$ cat src/rtl/mbc_pkg.sv
package mbc_pkg;
  typedef enum logic [1:0] {PH_Q1 = 2'd0, PH_Q2 = 2'd1, PH_Q3 = 2'd2, PH_Q4 = 2'd3} phase_t;

  localparam logic [1:0] MODE_INTERNAL = 2'b00;
  localparam logic [1:0] MODE_PROC     = 2'b01;

  // Control-to-datapath strobes.
  typedef struct packed {
    logic loadPend;    // store incoming request in holding slot
    logic loadAct;     // move request into active registers
    logic actFromReq;  // active source is the incoming request
    logic driveBus;    // enable bus drivers
    logic selData;     // 1: write data on bus, 0: address
    logic captureRd;   // latch read result
    logic rdFromInt;   // read result from internal port
  } strobe_t;
endpackage

$ cat src/rtl/mbc_ctrl.sv
module mbc_ctrl
  import mbc_pkg::*;
(
  input  logic       clk,
  input  logic       rstN,
  input  logic [1:0] busMode,
  input  logic       reqValid,
  input  logic       reqWrite,
  input  logic       reqInternal,
  output strobe_t    strb,
  output logic       ale,
  output logic       oeN,
  output logic       wrN,
  output logic       done
);
  phase_t phase;
  logic   pendValid, pendWrite, pendInt;
  logic   actValid, actWrite, actShown, actInt;
  logic   isQ4, dataPhase, visible;
  logic   nextWrite, nextInt;

  assign isQ4      = (phase == PH_Q4);
  assign dataPhase = (phase == PH_Q3) || (phase == PH_Q4);
  assign nextWrite = reqValid ? reqWrite : pendWrite;
  assign nextInt   = reqValid ? reqInternal : pendInt;

  always_ff @(posedge clk or negedge rstN) begin
    if (!rstN) begin
      phase     <= PH_Q1;
      pendValid <= 1'b0;
      pendWrite <= 1'b0;
      pendInt   <= 1'b0;
      actValid  <= 1'b0;
      actWrite  <= 1'b0;
      actShown  <= 1'b0;
      actInt    <= 1'b0;
      done      <= 1'b0;
    end else begin
      phase <= phase_t'(phase + 2'd1);
      done  <= actValid && isQ4;
      if (isQ4) begin
        actValid  <= reqValid || pendValid;
        actWrite  <= nextWrite;
        actShown  <= (busMode != MODE_INTERNAL);
        actInt    <= (busMode == MODE_INTERNAL) || (busMode[1] && nextInt);
        pendValid <= 1'b0;
      end else if (reqValid) begin
        pendValid <= 1'b1;
        pendWrite <= reqWrite;
        pendInt   <= reqInternal;
      end
    end
  end

  assign visible = actValid && actShown;

  always_comb begin
    strb.loadPend   = reqValid && !isQ4;
    strb.loadAct    = isQ4;
    strb.actFromReq = reqValid;
    strb.driveBus   = visible && ((phase == PH_Q1) || (actWrite && dataPhase));
    strb.selData    = (phase != PH_Q1);
    strb.captureRd  = actValid && !actWrite && isQ4;
    strb.rdFromInt  = actInt;
    ale = visible && (phase == PH_Q1);
    oeN = !(visible && !actWrite && dataPhase);
    wrN = !(visible && actWrite && (phase == PH_Q3));
  end

  a_r9_no_contention: assert property (@(posedge clk) disable iff (!rstN)
    !(strb.driveBus && !oeN));
  a_r6_done_single: assert property (@(posedge clk) disable iff (!rstN)
    done |=> !done);
  a_r3_ale_in_q1: assert property (@(posedge clk) disable iff (!rstN)
    ale |=> (phase == PH_Q2));
  a_r5_wr_with_drive: assert property (@(posedge clk) disable iff (!rstN)
    !wrN |-> (strb.driveBus && oeN));
  a_r4_oe_read_only: assert property (@(posedge clk) disable iff (!rstN)
    !oeN |-> wrN);
  a_r2_phase_wrap: assert property (@(posedge clk) disable iff (!rstN)
    isQ4 |=> (phase == PH_Q1));
endmodule

$ cat src/rtl/mbc_datapath.sv
module mbc_datapath
  import mbc_pkg::*;
#(
  parameter int BUS_W = 16
) (
  input  logic             clk,
  input  logic             rstN,
  input  strobe_t          strb,
  input  logic [BUS_W-1:0] reqAddr,
  input  logic [BUS_W-1:0] reqWdata,
  input  logic [BUS_W-1:0] intRdata,
  input  logic [BUS_W-1:0] adIn,
  output logic [BUS_W-1:0] adOut,
  output logic             adOe,
  output logic [BUS_W-1:0] rdata
);
  logic [BUS_W-1:0] pendAddr, pendWdata, actAddr, actWdata;

  always_ff @(posedge clk or negedge rstN) begin
    if (!rstN) begin
      pendAddr  <= '0;
      pendWdata <= '0;
      actAddr   <= '0;
      actWdata  <= '0;
      rdata     <= '0;
    end else begin
      if (strb.loadPend) begin
        pendAddr  <= reqAddr;
        pendWdata <= reqWdata;
      end
      if (strb.loadAct) begin
        actAddr  <= strb.actFromReq ? reqAddr  : pendAddr;
        actWdata <= strb.actFromReq ? reqWdata : pendWdata;
      end
      if (strb.captureRd)
        rdata <= strb.rdFromInt ? intRdata : adIn;
    end
  end

  assign adOut = strb.selData ? actWdata : actAddr;
  assign adOe  = strb.driveBus;

  a_r5_rdata_hold: assert property (@(posedge clk) disable iff (!rstN)
    !strb.captureRd |=> $stable(rdata));
endmodule

$ cat src/rtl/mux_bus_ctrl.sv
module mux_bus_ctrl
  import mbc_pkg::*;
#(
  parameter int BUS_W = 16
) (
  input  logic             clk,
  input  logic             rstN,
  input  logic [1:0]       busMode,
  input  logic             reqValid,
  input  logic             reqWrite,
  input  logic             reqInternal,
  input  logic [BUS_W-1:0] reqAddr,
  input  logic [BUS_W-1:0] reqWdata,
  input  logic [BUS_W-1:0] intRdata,
  input  logic [BUS_W-1:0] adIn,
  output logic [BUS_W-1:0] adOut,
  output logic             adOe,
  output logic             ale,
  output logic             oeN,
  output logic             wrN,
  output logic             done,
  output logic [BUS_W-1:0] rdata
);
  strobe_t strb;

  mbc_ctrl uCtrl (
    .clk(clk), .rstN(rstN), .busMode(busMode), .reqValid(reqValid),
    .reqWrite(reqWrite), .reqInternal(reqInternal), .strb(strb),
    .ale(ale), .oeN(oeN), .wrN(wrN), .done(done)
  );

  mbc_datapath #(.BUS_W(BUS_W)) uDp (
    .clk(clk), .rstN(rstN), .strb(strb), .reqAddr(reqAddr),
    .reqWdata(reqWdata), .intRdata(intRdata), .adIn(adIn),
    .adOut(adOut), .adOe(adOe), .rdata(rdata)
  );
endmodule

$ cat config.mk
export PLATFORM = sky130hd
export DESIGN_NAME = mux_bus_ctrl
export DESIGN_NICKNAME = d
export VERILOG_FILES = /design/src/rtl/mbc_pkg.sv /design/src/rtl/mbc_ctrl.sv /design/src/rtl/mbc_datapath.sv /design/src/rtl/mux_bus_ctrl.sv
export SDC_FILE = /design/constraint.sdc
export NUM_CORES = 1
export LEC_CHECK = 0
export ABC_AREA = 1
export CAP_MARGIN = 20
export CORE_ASPECT_RATIO = 1.75
export CORE_MARGIN = 5
export CORE_UTILIZATION = 25
export CTS_CLUSTER_SIZE = 12
export DETAILED_ROUTE_END_ITERATION = 8
export GPL_ROUTABILITY_DRIVEN = 1
export GPL_TIMING_DRIVEN = 0
export PLACE_DENSITY = 0.46
export SLEW_MARGIN = 20
export SYNTH_ARGS = -nofsm -noshare
export SYNTH_HDL_FRONTEND = slang
export SYNTH_SLANG_ARGS = --single-unit
$ cat constraint.sdc
create_clock -name clk -period 1.4 [get_ports clk]
set_input_delay 0.28 -clock clk [delete_from_list [all_inputs] [get_ports clk]]
set_output_delay 0.28 -clock clk [all_outputs]
set_load 0.01 [all_outputs]
==> results of run 1 <==
-- where the power goes --
group / total [mW] / internal, mW / switching (mW)
combinational: 1.15 / 0.573 / 0.582
clock: 2.48 / 1.39 / 1.08
sequential: 3.04 / 2.87 / 0.166
-- worst paths after layout --
path                                       start  slack (ps)          endpoint
worst max-delay path              uCtrl.phase[0]        -400          adOut[7]
worst min-delay path                    reqValid         280   uDp.pendAddr[1]
worst max register to register    uCtrl.phase[1]          60      uDp.rdata[6]
worst min register to register  uDp.pendWdata[2]         470  uDp.pendWdata[2]
max in group asynchronous                   rstN         390    uCtrl.actValid
min in group asynchronous                   rstN         340      uDp.rdata[9]
-- cell families after synthesis --
family / after synthesis / share of synthesized area
buf+inv: 62 / 0.0763
fa+ha+maj: 4 / 0.0118
compound gates: 91 / 0.108
simple gates: 293 / 0.274
flops: 90 / 0.530
-- final cells by class --
class	instances	area, um2	share of cell area
plain buffers	32	267	0.0425
clock buffers	10	229	0.0365
clock inverters	6	65.1	0.0104
inverters	29	124	0.0197
multi-input cells	388	1870	0.298
flip-flops and latches	90	2250	0.359
well taps	227	284	0.0453
repair buffers	120	1180	0.188
repair inverters	1	6.26	0.000997
-- flip-flops by register name, summed over array words and instances, names as in the netlist --
signal and cells:
uCtrl.pendWrite 1, uCtrl.actShown 1, uCtrl.pendInt 1, uDp.pendAddr 16
uDp.rdata 16, uCtrl.actValid 1, uCtrl.phase 2, uDp.actAddr 16
uDp.actWdata 16, uCtrl.pendValid 1, uCtrl.done 1, uCtrl.actInt 1
uDp.pendWdata 16, uCtrl.actWrite 1
-- synth_stat cells (all sizes together) --
| cell | instances |
|---|---|
| inv | 28 |
| a21oi | 2 |
| clkbuf | 4 |
| dfrtp | 90 |
| ha | 4 |
| nand3 | 36 |
| clkinv | 1 |
| o21ai | 88 |
| nand2 | 220 |
| nor2 | 37 |
| o211ai | 1 |
| buf | 29 |
-- worst reg2reg max path, delay by kind of cell (launching register included) --
kind                     cells  cell delay (ps)
adder cells (fa/ha/maj)      1              190
buffers and inverters        3              410
flip-flops                   1              400
AND/OR/NAND/NOR              3              250
-- metrics by stage --
stage | utilization | power [mW] | hold slack, ps | area [um2]
2_1_floorplan | - | 3.53 | -15.6 | 4260
3_3_place_gp | 0.332 | 4.26 | 447 | 5610
3_5_place_dp | 0.334 | 4.28 | 118 | 5640
4_1_cts | 0.367 | 6.77 | 272 | 6180
5_1_grt | 0.372 | 7.02 | 303 | 6270
6_report | 0.372 | 6.67 | 281 | 6270
-- routing by layer --
metal	part of all wire	GRT usage	vias to the layer above
met5	0	0	-
met4	0.030	0.0586	0
met3	0.059	0.0322	24
met2	0.50	0.249	130
met1	0.41	0.173	1814
li1	-	-	1974
-- what timing repair did --
item / CTS / global route
resized for setup: 169 / 22
gates cloned: 2 / 0
buffers inserted: 8 / 3
pin swaps: 4 / 5
setup endpoints to repair: 80 / 89
hold endpoints to repair: 13 / 0
hold buffers: 1 / 0
==> qor.yml, run 1 <==
routing:
  route.detailed.drc: 0
  postRouteAntennaNets: 0
  routed_via_density: 4.37
  totalWireLength_mm: 14.2
  dr.pass1.iters: 4
  drt_first_iter_violations: 173
  route.vias.total: 3942
  wl_per_cell_um: 15.7
timing:
  tightest_slew_ps: 433
  fin_crit_sh: 1.29
  drv_slew: 0
  finalSetupTns_ps: -6970
  relSlewSlack: 0.712
  max_freq_ghz: 0.555
  fin_crit_ps: 1800
  finalHoldViolations: 0
  setup_viol: 20
  setup_slack_ps: -403
  rsz0062_at_grt: "yes"
  fin_skew_ps: 10.0
grt:
  overflow: 0
  antenna_found_initial: 0
  grt_start_max_net_pins: 78
  grt_first_pass_wirelength_mm: 22.1
  gr-usage-all-layers: 0.145
  grt_pass1_vias: 4162
yosys:
  yosysTopAreaCell: "dfrtp_1"
  ys_warn_count: 0
  synth_cell_types: 20
  syn_area_mm2: 0.00425
  synthTopCellsByArea: "dfrtp_1 (53%), nand2_1 (19%), o21ai_0 (6.7%)"
  synth_cells: 540
  syn_avg_cell_area_um2: 7.87
  ys_seq_elements: 90
  synth.top_cell.area_share: 0.530
  seq_area_frac_synth: 0.530
  synth_nets: 615
place:
  dp_hpwl_mm: 10.5
  gp_congestion: 0.795
  port_buffers: 106
  dp_slack_ps: -764
  dp_cells: 874
cells_and_area:
  drive_above_1_share: 0.172
  area_growth_pct: 47.7
  fin_nets: 746
  layout_commonest_cell: "nand2_1"
  finalNonFillerCells: 903
  final_cell_mix: "nand2_1 (199), dfrtp_1 (89), clkdlybuf4s50_1 (68)"
  diodes: 0
  nFillCells: 1815
status:
  violations: "setup timing"
  outcome: "finished with violations"
critical_path:
  path_depth: 7
  crit_chain: "inv_2 > ha_4 > inv_8 > buf_8 > nand2_4 > nand2_4 > buf_6"
  cpMostUsedCell: "nand2_4"
  reg2reg_depth: 7
  arrival_ps: 1520
  cp_top_family: "flip-flops"
  endpoint_kind: "output port"
  cp_max_fo: 6
  path_buf_inv: 4
  crit_slowest_cell: "dfrtp_1"
  cpPeakStageDelay_ps: 400
  cp.required_ps: 1120
  cp-start-kind: "flop"
  crit_type: "reg -> out"
clock_tree:
  clk_pin_slew_ps: 70
  cts_tree: "done"
  clk_path_buf_depth: 2
  htreeDepth: 3
  root_buffer: "clkbuf_16"
  clock_latency_ps: 350
  numCtsBuffers: 9
  clkSinkCount: 90
floorplan:
  fp.dieW_um: 109
  start_util: 0.252
  io_pins: 108
  core_mm2: 0.0169
  fp.dieH_um: 182
  rows: 63
  dieArea_mm2: 0.0198
pwr:
  power.density_mw_per_mm2: 1060
  p_leak_nw: 3.05
  max-vdd-ir-drop_v: 0.000453
flow_run:
  maxCapViolations: 0
min_path:
  min_path_type: "in -> reg"
  min_path_cells: 4
Power figures use the tool's default switching activity.
==> inputs of run 2 (changes only) <==
--- a/config.mk
+++ b/config.mk
@@ -14,7 +14,7 @@
 export DETAILED_ROUTE_END_ITERATION = 8
 export GPL_ROUTABILITY_DRIVEN = 1
 export GPL_TIMING_DRIVEN = 0
-export PLACE_DENSITY = 0.46
+export PLACE_DENSITY = 0.44
 export SLEW_MARGIN = 20
 export SYNTH_ARGS = -nofsm -noshare
 export SYNTH_HDL_FRONTEND = slang
==> constraint.sdc (replaced) <==
create_clock -name clk -period 2.02 [get_ports clk]
set_input_delay 0.404 -clock clk [delete_from_list [all_inputs] [get_ports clk]]
set_output_delay 0.404 -clock clk [all_outputs]
set_load 0.01 [all_outputs]
==> run 2 against run 1 <==
Effect of this change: the run now ends clean; clock skew shrank 2.6 ps; via count grew 0.13%; highest routed layer unchanged; sequential power shrank 31%; critical path depth grew 1; combinational power shrank 31%; die area is the same.
==> qor.yml, run 2 (synthesis gave the netlist of run 1 again) <==
cells_and_area:
  drive_above_1_share: 0.143  # -0.0285
  nFillCells: 1821  # +0.33%
  layout_commonest_cell: "nand2_1"
  stdcell_area_mm2: 0.00603  # -3.8%
  area_growth_pct: 42.0
  diodes: 0  # unchanged
  final_cell_mix: "nand2_1 (212), dfrtp_1 (89), clkdlybuf4s50_1 (85)"
  fin_nets: 748  # +0.27%
  finalNonFillerCells: 905  # +0.22%
timing:
  fin_crit_ps: 1980
  finalHoldViolations: 0  # unchanged
  max_freq_ghz: 0.505
  rsz0062_at_grt: "yes"
  fin_skew_ps: 7.37  # -2.63 ps
  drv_slew: 0  # unchanged
  setup_slack_ps: 41.0  # +444 ps
  finalSetupTns_ps: 0  # +6970 ps
  relSlewSlack: 0.639  # -0.0728
  fin_crit_sh: 0.980
  setup_viol: 0  # -100%
  tightest_slew_ps: 542  # +109 ps
  hold_ws_ps: 417  # +136 ps
clock_tree:
  clkSinkCount: 90  # unchanged
  numCtsBuffers: 9  # unchanged
  htreeDepth: 3  # unchanged
  clk_pin_slew_ps: 70  # about the same
  clk_path_buf_depth: 2  # unchanged
  cts_tree: "done"
  clock_latency_ps: 340  # about the same
  root_buffer: "clkbuf_16"
critical_path:
  reg2reg_depth: 7  # unchanged
  endpoint_kind: "output port"
  r2r_end: "uDp.actAddr[13]"
  reg2reg_from: "uCtrl.phase[0]"
  cp.required_ps: 1620  # +500 ps
  arrival_ps: 1580  # +60 ps
  reg2reg_slack_ps: 310  # +250 ps
  crit_type: "reg -> out"
  cp-start-kind: "flop"
  cp_max_fo: 8  # +2
place:
  dp_hpwl_mm: 10.8  # +2.7%
  dp_slack_ps: -419  # +345 ps
  gp_congestion: 0.766  # -3.7%
  dp_cells: 874  # unchanged
  port_buffers: 106  # unchanged
  dpl_cell_area_mm2: 0.00562  # -0.24%
min_path:
  min_path_cells: 4  # unchanged
  min_path_type: "in -> reg"
  hp-start: "reqValid"
  whs_endpoint: "uDp.pendAddr[1]"
routing:
  dr.pass1.iters: 4  # unchanged
  routed_via_density: 4.36  # about the same
  wl_per_cell_um: 15.8  # +0.70%
  totalWireLength_mm: 14.3  # +0.93%
  route.vias.total: 3947  # +0.13%
  postRouteAntennaNets: 0  # unchanged
  drt_first_iter_violations: 200  # +16%
  route.detailed.drc: 0  # unchanged
pwr:
  clkPwrFrac: 0.375  # +0.004
  power.density_mw_per_mm2: 769  # -28%
  internal_power_mw: 3.37  # -30%
  p_leak_nw: 2.96  # -2.9%
  pwr-share-comb: 0.170  # -0.003
  p_sw_mw: 1.27  # -31%
  p_seq_frac: 0.455  # about the same
  swShare: 0.274  # -0.00109
  max-vdd-ir-drop_v: 0.000344  # -24%
flow_run:
  maxCapViolations: 0  # unchanged
floorplan:
  rows: 63  # unchanged
  start_util: 0.252  # unchanged
  dieArea_mm2: 0.0198  # unchanged
  fp.dieH_um: 182  # unchanged
  core_mm2: 0.0169  # unchanged
  fp.dieW_um: 109  # unchanged
  io_pins: 108  # unchanged
grt:
  grt_start_max_net_pins: 67  # -14%
  antenna_found_initial: 0  # unchanged
  grt_first_pass_wirelength_mm: 22.4  # +1.4%
  gr-usage-all-layers: 0.146  # +0.00131
  grt_pass1_vias: 4212  # +1.2%
  overflow: 0  # unchanged
status:
  outcome: "complete, no violations"
[run 2: cell count changes in the layout (fill, tap and decap cells not counted), sizes merged]
cell and change:
inv -1, clkdlybuf4s50 +17, clkinv +2, clkbuf -1, buf +2, dlygate4sd2 -16, clkinvlp -1
[run 2: per-layer routing]
layer	vias to the layer above	GRT usage	routed length, um
li1	1973	-	-
met1	1833	0.172	5910
met2	124	0.264	7370
met3	17	0.0283	758
met4	0	0.0450	254
met5	-	0	0
[run 2: timing repair]
| action | CTS | global route |
|---|---|---|
| hold buffers | 1 | 0 |
| setup endpoints to repair | 20 | 17 |
| gates resized for setup | 83 | 22 |
| gates cloned | 1 | 0 |
| hold endpoints to repair | 24 | 0 |
| pin swaps | 2 | 4 |
| setup buffers | 9 | 4 |
[run 2: worst max-delay path, stage by stage (launching register included)]
cell	delay [ps]
dfrtp_1	390
inv_2	90
ha_4	130
buf_8	130
buf_6	130
buf_6	100
nand2_1	50
nand2_1	80
buf_2	130
[run 2: power groups by stage]
stage / clock (mW) / sequential [mW] / combinational, mW
6_report: 1.74 / 2.11 / 0.791
2_1_floorplan: 0 / 2.14 / 0.307
3_3_place_gp: 0 / 2.14 / 0.815
5_1_grt: 1.87 / 2.13 / 0.887
4_1_cts: 1.79 / 2.11 / 0.809
3_5_place_dp: 0 / 2.14 / 0.825
[run 2: area by class of cell]
| cell class | instances | area [um2] | area share |
|---|---|---|---|
| Inverter | 29 | 121 | 0.0201 |
| Clock inverter | 7 | 77.6 | 0.0129 |
| Buffer | 33 | 233 | 0.0386 |
| Clock buffer | 9 | 225 | 0.0373 |
| Multi-Input combinational cell | 388 | 1710 | 0.283 |
| Timing Repair Buffer | 122 | 1130 | 0.187 |
| Sequential cell | 90 | 2250 | 0.373 |
| Tap cell | 227 | 284 | 0.0471 |
[run 2: how the worst max path moves through the flow]
stage                              start           endpoint
after CTS                 uCtrl.phase[0]          adOut[10]
after global routing      uCtrl.phase[0]          adOut[10]
after global placement              rstN  uDp.pendWdata[12]
final                     uCtrl.phase[0]          adOut[10]
after detailed placement  uCtrl.phase[1]          adOut[14]
after floorplan           uCtrl.phase[0]                ale
[run 2: through the flow]
stage          utilization  power, mW
2_1_floorplan            -       2.45
3_3_place_gp         0.332       2.95
3_5_place_dp         0.333       2.97
4_1_cts              0.355       4.71
5_1_grt              0.358       4.89
6_report             0.358       4.64
